<file path="config.mk">
export PLATFORM = sky130hd
export DESIGN_NAME = clock_sweeper
export DESIGN_NICKNAME = d
export VERILOG_FILES = /design/src/rtl/clock_sweeper.sv
export SDC_FILE = /design/constraint.sdc
export NUM_CORES = 1
export LEC_CHECK = 0
export CAP_MARGIN = 20
export CORE_UTILIZATION = 53
export CTS_CLUSTER_SIZE = 28
export DETAILED_ROUTE_END_ITERATION = 6
export PLACE_DENSITY = 0.9
export SKIP_CTS_REPAIR_TIMING = 1
export SYNTH_ARGS = -nofsm -noshare
export SYNTH_HDL_FRONTEND = slang
export SYNTH_SLANG_ARGS = --single-unit
</file>
<file path="constraint.sdc">
create_clock -name clk -period 1.8 [get_ports clk]
set_input_delay 0.36 -clock clk [delete_from_list [all_inputs] [get_ports clk]]
set_output_delay 0.36 -clock clk [all_outputs]
set_load 0.005 [all_outputs]
</file>
<file path="src/rtl/clock_sweeper.sv">
module clock_sweeper #(
  parameter int NFRAMES = 8,
  parameter int GAP = 2,
  localparam int FW = (NFRAMES > 1) ? $clog2(NFRAMES) : 1
) (
  input  logic          clk,
  input  logic          rst_n,
  input  logic          acc_valid,
  input  logic [FW-1:0] acc_frame,
  input  logic          acc_write,
  input  logic          fill_valid,
  input  logic [FW-1:0] fill_frame,
  input  logic          two_hand,
  input  logic          req,
  output logic          done,
  output logic [FW-1:0] victim,
  output logic          victim_dirty
);

  function automatic logic [FW-1:0] ring_add(input logic [FW-1:0] p, input int d);
    int s;
    s = int'(p) + d;
    if (s >= NFRAMES) s = s - NFRAMES;
    return FW'(s);
  endfunction

  logic [NFRAMES-1:0] refb, modb, ref_nx, mod_nx;
  logic [FW-1:0]      hand;
  logic               busy, mode_q;

  wire [FW-1:0] lead    = ring_add(hand, GAP);
  wire [FW-1:0] clr_idx = mode_q ? lead : hand;
  wire          hit     = !refb[hand];

  always_comb begin
    ref_nx = refb;
    mod_nx = modb;
    if (busy) ref_nx[clr_idx] = 1'b0;
    if (fill_valid) begin
      ref_nx[fill_frame] = 1'b1;
      mod_nx[fill_frame] = 1'b0;
    end
    if (acc_valid) begin
      ref_nx[acc_frame] = 1'b1;
      if (acc_write) mod_nx[acc_frame] = 1'b1;
    end
  end

  always_ff @(posedge clk or negedge rst_n) begin
    if (!rst_n) begin
      refb <= '0;
      modb <= '0;
      hand <= '0;
      busy <= 1'b0;
      mode_q <= 1'b0;
      done <= 1'b0;
      victim <= '0;
      victim_dirty <= 1'b0;
    end else begin
      refb <= ref_nx;
      modb <= mod_nx;
      done <= 1'b0;
      if (!busy) begin
        if (req) begin
          busy <= 1'b1;
          mode_q <= two_hand;
        end
      end else begin
        hand <= ring_add(hand, 1);
        if (hit) begin
          done <= 1'b1;
          victim <= hand;
          victim_dirty <= modb[hand];
          busy <= 1'b0;
        end
      end
    end
  end

endmodule


</file>
==> summary.txt <==
STA
  – Clock Skew: 3.25 ps
  – Max-slew violations: 0
  – Final Critical Period: 1670 ps
  – Share of the clock period used by the worst path: 0.926
  – Total of endpoints with negative setup slack in the final report: 0
  – Setup repair after global routing missed its margin: no
  – Timing-limited maximum frequency: 0.600 GHz
  – Setup_tns: 0 ps
  – Worst slew margin: 0.754
  – Worst Tran Pin Value: 368 ps
  – Final hold vios: 0

Final layout
  – FILL cells: 191
  – Commonest cells after routing, fill and taps aside: sky130_fd_sc_hd__dfrtp_1, sky130_fd_sc_hd__clkdlybuf4s50_1, sky130_fd_sc_hd__o21ai_0, sky130_fd_sc_hd__nand2_1
  – Layout cell share with drive strength beyond 1: 0.145
  – Diode insertion count for antenna repair: 0
  – Nets: 153
  – P&R area growth vs syn: 19.6%
  – Most frequent standard cell in the layout excluding fill and tap cells: sky130_fd_sc_hd__dfrtp_1

Route
  – DRC: 0
  – Post-DR vias/cell: 5.96
  – Detailed Routing Iterations Pass 1: 4
  – Via count: 990
  – Drt first-iter violations: 34
  – Aggregate routed wire length: 2.81 mm
  – Number of nets still failing antenna checks after routing: 0
  – WL per Instance: 17.0 um

Synth
  – Area share of the largest cell type after synthesis: 0.500
  – Synthesized-area fraction occupied by xor and xnor cells: 0.0269
  – Arithmetic-cell share of the synthesized area counting full adders, half adders and majority gates: 0.00962
  – Number of synthesized register bits: 26
  – Main combinational cell family by area after synthesis: compound AO/OA/AOI/OAI gates
  – Main area contributors after synthesis: sky130_fd_sc_hd__dfrtp_1, sky130_fd_sc_hd__o21ai_0, sky130_fd_sc_hd__mux2_4
  – Seq/Total Area, Yosys: 0.500
  – Net count of the mapped netlist: 131
  – Simple logic cell fraction of the synthesized area: 0.147
  – Multiplexer area fraction after synthesis: 0.129
  – Post-synthesis average cell area: 11.1 sq um
  – Area fraction in compound gates after synthesis: 0.156
  – Post-synth design cell area: 0.00130 sq mm
  – Number of synthesis warnings: 0
  – Count of mapped cells out of synthesis: 117
  – Number of library cell types mapped by synthesis: 33
  – Post-synthesis cell type with the largest combined area: sky130_fd_sc_hd__dfrtp_1

Setup path
  – Reg2Reg Setup Slack: 130 ps
  – Type of element capturing the critical path: flop
  – CP startpoint kind: flop
  – Arrival time reported for the critical path endpoint: 1880 ps
  – WP data required: 2020 ps
  – Maximum fanout along the worst path: 9
  – WS Path Type: reg -> reg

Global route
  – Via count of the first global-routing pass: 1,047
  – All-layer global routing usage: 0.254
  – Wire length of the first global-routing pass: 4.95 mm
  – Total grt overflow: 0
  – Number of antenna violations at the first check in global routing: 0
  – Maximum number of pins on one net before global-route repair: 27

CTS
  – Clock Sink Count: 26
  – TritonCTS clock tree: done
  – Clock root buffer: sky130_fd_sc_hd__clkbuf_4
  – Clock transition at the register clock pins on the worst setup and hold paths after CTS: 140 ps
  – Level count of the clock H-tree: 1
  – CTS Buffer Depth: 2
  – Clock latency at the later pin of the worst-skew pair: 310 ps
  – Number of clock buffers inserted by TritonCTS: 3

Pwr
  – VDD IR max: 1060 uV
  – Leakage power: 0.663 nW
  – Tot Pwr: 2.55 mW
  – Power per standard cell area: 1640 mW/mm^2

Run
  – MaxCap Viol Count: 0

Floorplanning
  – Effective utilization at floorplan: 0.577
  – Die boundary width: 51.6 um
  – Standard-cell rows: 17
  – Die area: 0.00266 sq mm
  – Die height: 51.6 um
  – IO Pins: 18
  – Core Footprint: 0.00225 sq mm

Place
  – Buffers on Ports: 17
  – Placed wire-length estimate: 2.11 mm
  – Routability cong.: 0.907

Min path
  – HP Class: in -> async

Outcome
  – Result of the run: finished, final reports clean
==> power by group <==
group          switching (mW)  internal [mW]
logic                   0.494          0.688
clock network           0.171          0.123
registers               0.242          0.828
total                   0.907           1.64
==> state kept, by name, indices dropped and copies added, names as in the netlist <==
name,count
refb,8
mode_q,1
victim,3
busy,1
modb,8
hand,3
done,1
victim_dirty,1
==> critical path: stages (launching register included) <==
cell and delay, ps:
sky130_fd_sc_hd__dfrtp_2 510, sky130_fd_sc_hd__mux4_2 540, sky130_fd_sc_hd__mux2_4 280, sky130_fd_sc_hd__mux2_4 250
==> area by class of cell <==
type	instances	area, sq um	area share
Inverter	2	7.51	0.00482
Tap cell	28	35.0	0.0225
Sequential cell	26	653	0.420
Clock buffer	4	36.3	0.0233
Timing Repair Buffer	22	208	0.133
Multi-Input combinational cell	84	617	0.396
==> path summary, 6_finish.rpt <==
check | depth (start not counted) | from | end
worst max-delay path | 3 | hand[1]$_DFFE_PN0P_ | victim_dirty$_DFFE_PN0P_
max in group asynchronous | 2 | rst_n | hand[0]$_DFFE_PN0P_
worst min-delay path | 2 | rst_n | victim[2]$_DFFE_PN0P_
worst min register to register | 1 | refb[4]$_DFF_PN0_ | refb[4]$_DFF_PN0_
worst max register to register | 3 | hand[1]$_DFFE_PN0P_ | victim_dirty$_DFFE_PN0P_
min in group clk | 1 | refb[4]$_DFF_PN0_ | refb[4]$_DFF_PN0_
==> logic make-up (layout without fill, tap and decap cells) <==
kind of cell / count (synthesis) / count (layout)
adders and majority gates: 1 / 1
DFF: 26 / 26
buffers and inverters: 7 / 28
xor gates and xnor gates: 4 / 4
and+or+nand+nor: 36 / 36
muxes: 12 / 12
AOI/OAI and AO/OA: 31 / 31
==> per-layer routing <==
| layer | share of wire | track usage |
|---|---|---|
| met1 | 0.46 | 0.324 |
| met3 | 0.031 | 0.0263 |
| met2 | 0.51 | 0.461 |
| met5 | 0 | 0 |
| met4 | 0.0043 | 0.0586 |
==> cell usage after synthesis <==
master,number
sky130_fd_sc_hd__dfrtp_1,26
sky130_fd_sc_hd__o21ai_0,14
sky130_fd_sc_hd__nand2_1,13
sky130_fd_sc_hd__nand2b_1,5
sky130_fd_sc_hd__a21o_1,4
sky130_fd_sc_hd__mux2_4,4
sky130_fd_sc_hd__mux2i_1,4
sky130_fd_sc_hd__nand3_1,4
sky130_fd_sc_hd__buf_2,3
sky130_fd_sc_hd__nand3b_1,3
sky130_fd_sc_hd__nor2_1,3
sky130_fd_sc_hd__o211ai_1,3
sky130_fd_sc_hd__o31ai_1,3
sky130_fd_sc_hd__xnor2_1,3
sky130_fd_sc_hd__inv_1,2
sky130_fd_sc_hd__mux2_2,2
sky130_fd_sc_hd__mux4_2,2
sky130_fd_sc_hd__nor2b_1,2
sky130_fd_sc_hd__o221ai_1,2
sky130_fd_sc_hd__o22ai_1,2
sky130_fd_sc_hd__a32o_1,1
sky130_fd_sc_hd__a32oi_1,1
sky130_fd_sc_hd__and2_1,1
sky130_fd_sc_hd__and2b_1,1
sky130_fd_sc_hd__and3b_1,1
sky130_fd_sc_hd__buf_4,1
sky130_fd_sc_hd__buf_6,1
sky130_fd_sc_hd__ha_1,1
sky130_fd_sc_hd__nor3b_1,1
sky130_fd_sc_hd__o32ai_1,1
sky130_fd_sc_hd__or3_1,1
sky130_fd_sc_hd__or3b_1,1
sky130_fd_sc_hd__xor2_1,1
==> per-stage QoR <==
| stage | utilization | hold WS, ps | instances | setup slack (ps) | instance area [sq um] |
|---|---|---|---|---|---|
| 6_report | 0.690 | 390 | 166 | 133 | 1560 |
| 5_1_grt | 0.690 | 424 | 166 | 65.9 | 1560 |
| 4_1_cts | 0.686 | 401 | 166 | 58.4 | 1550 |
| 3_5_place_dp | 0.670 | 472 | 162 | 76.4 | 1510 |
| 3_3_place_gp | 0.670 | 470 | 162 | 116 | 1510 |
| 2_1_floorplan | - | 64.4 | 117 | 166 | 1300 |
No activity file was read; power rests on OpenSTA's default activity.
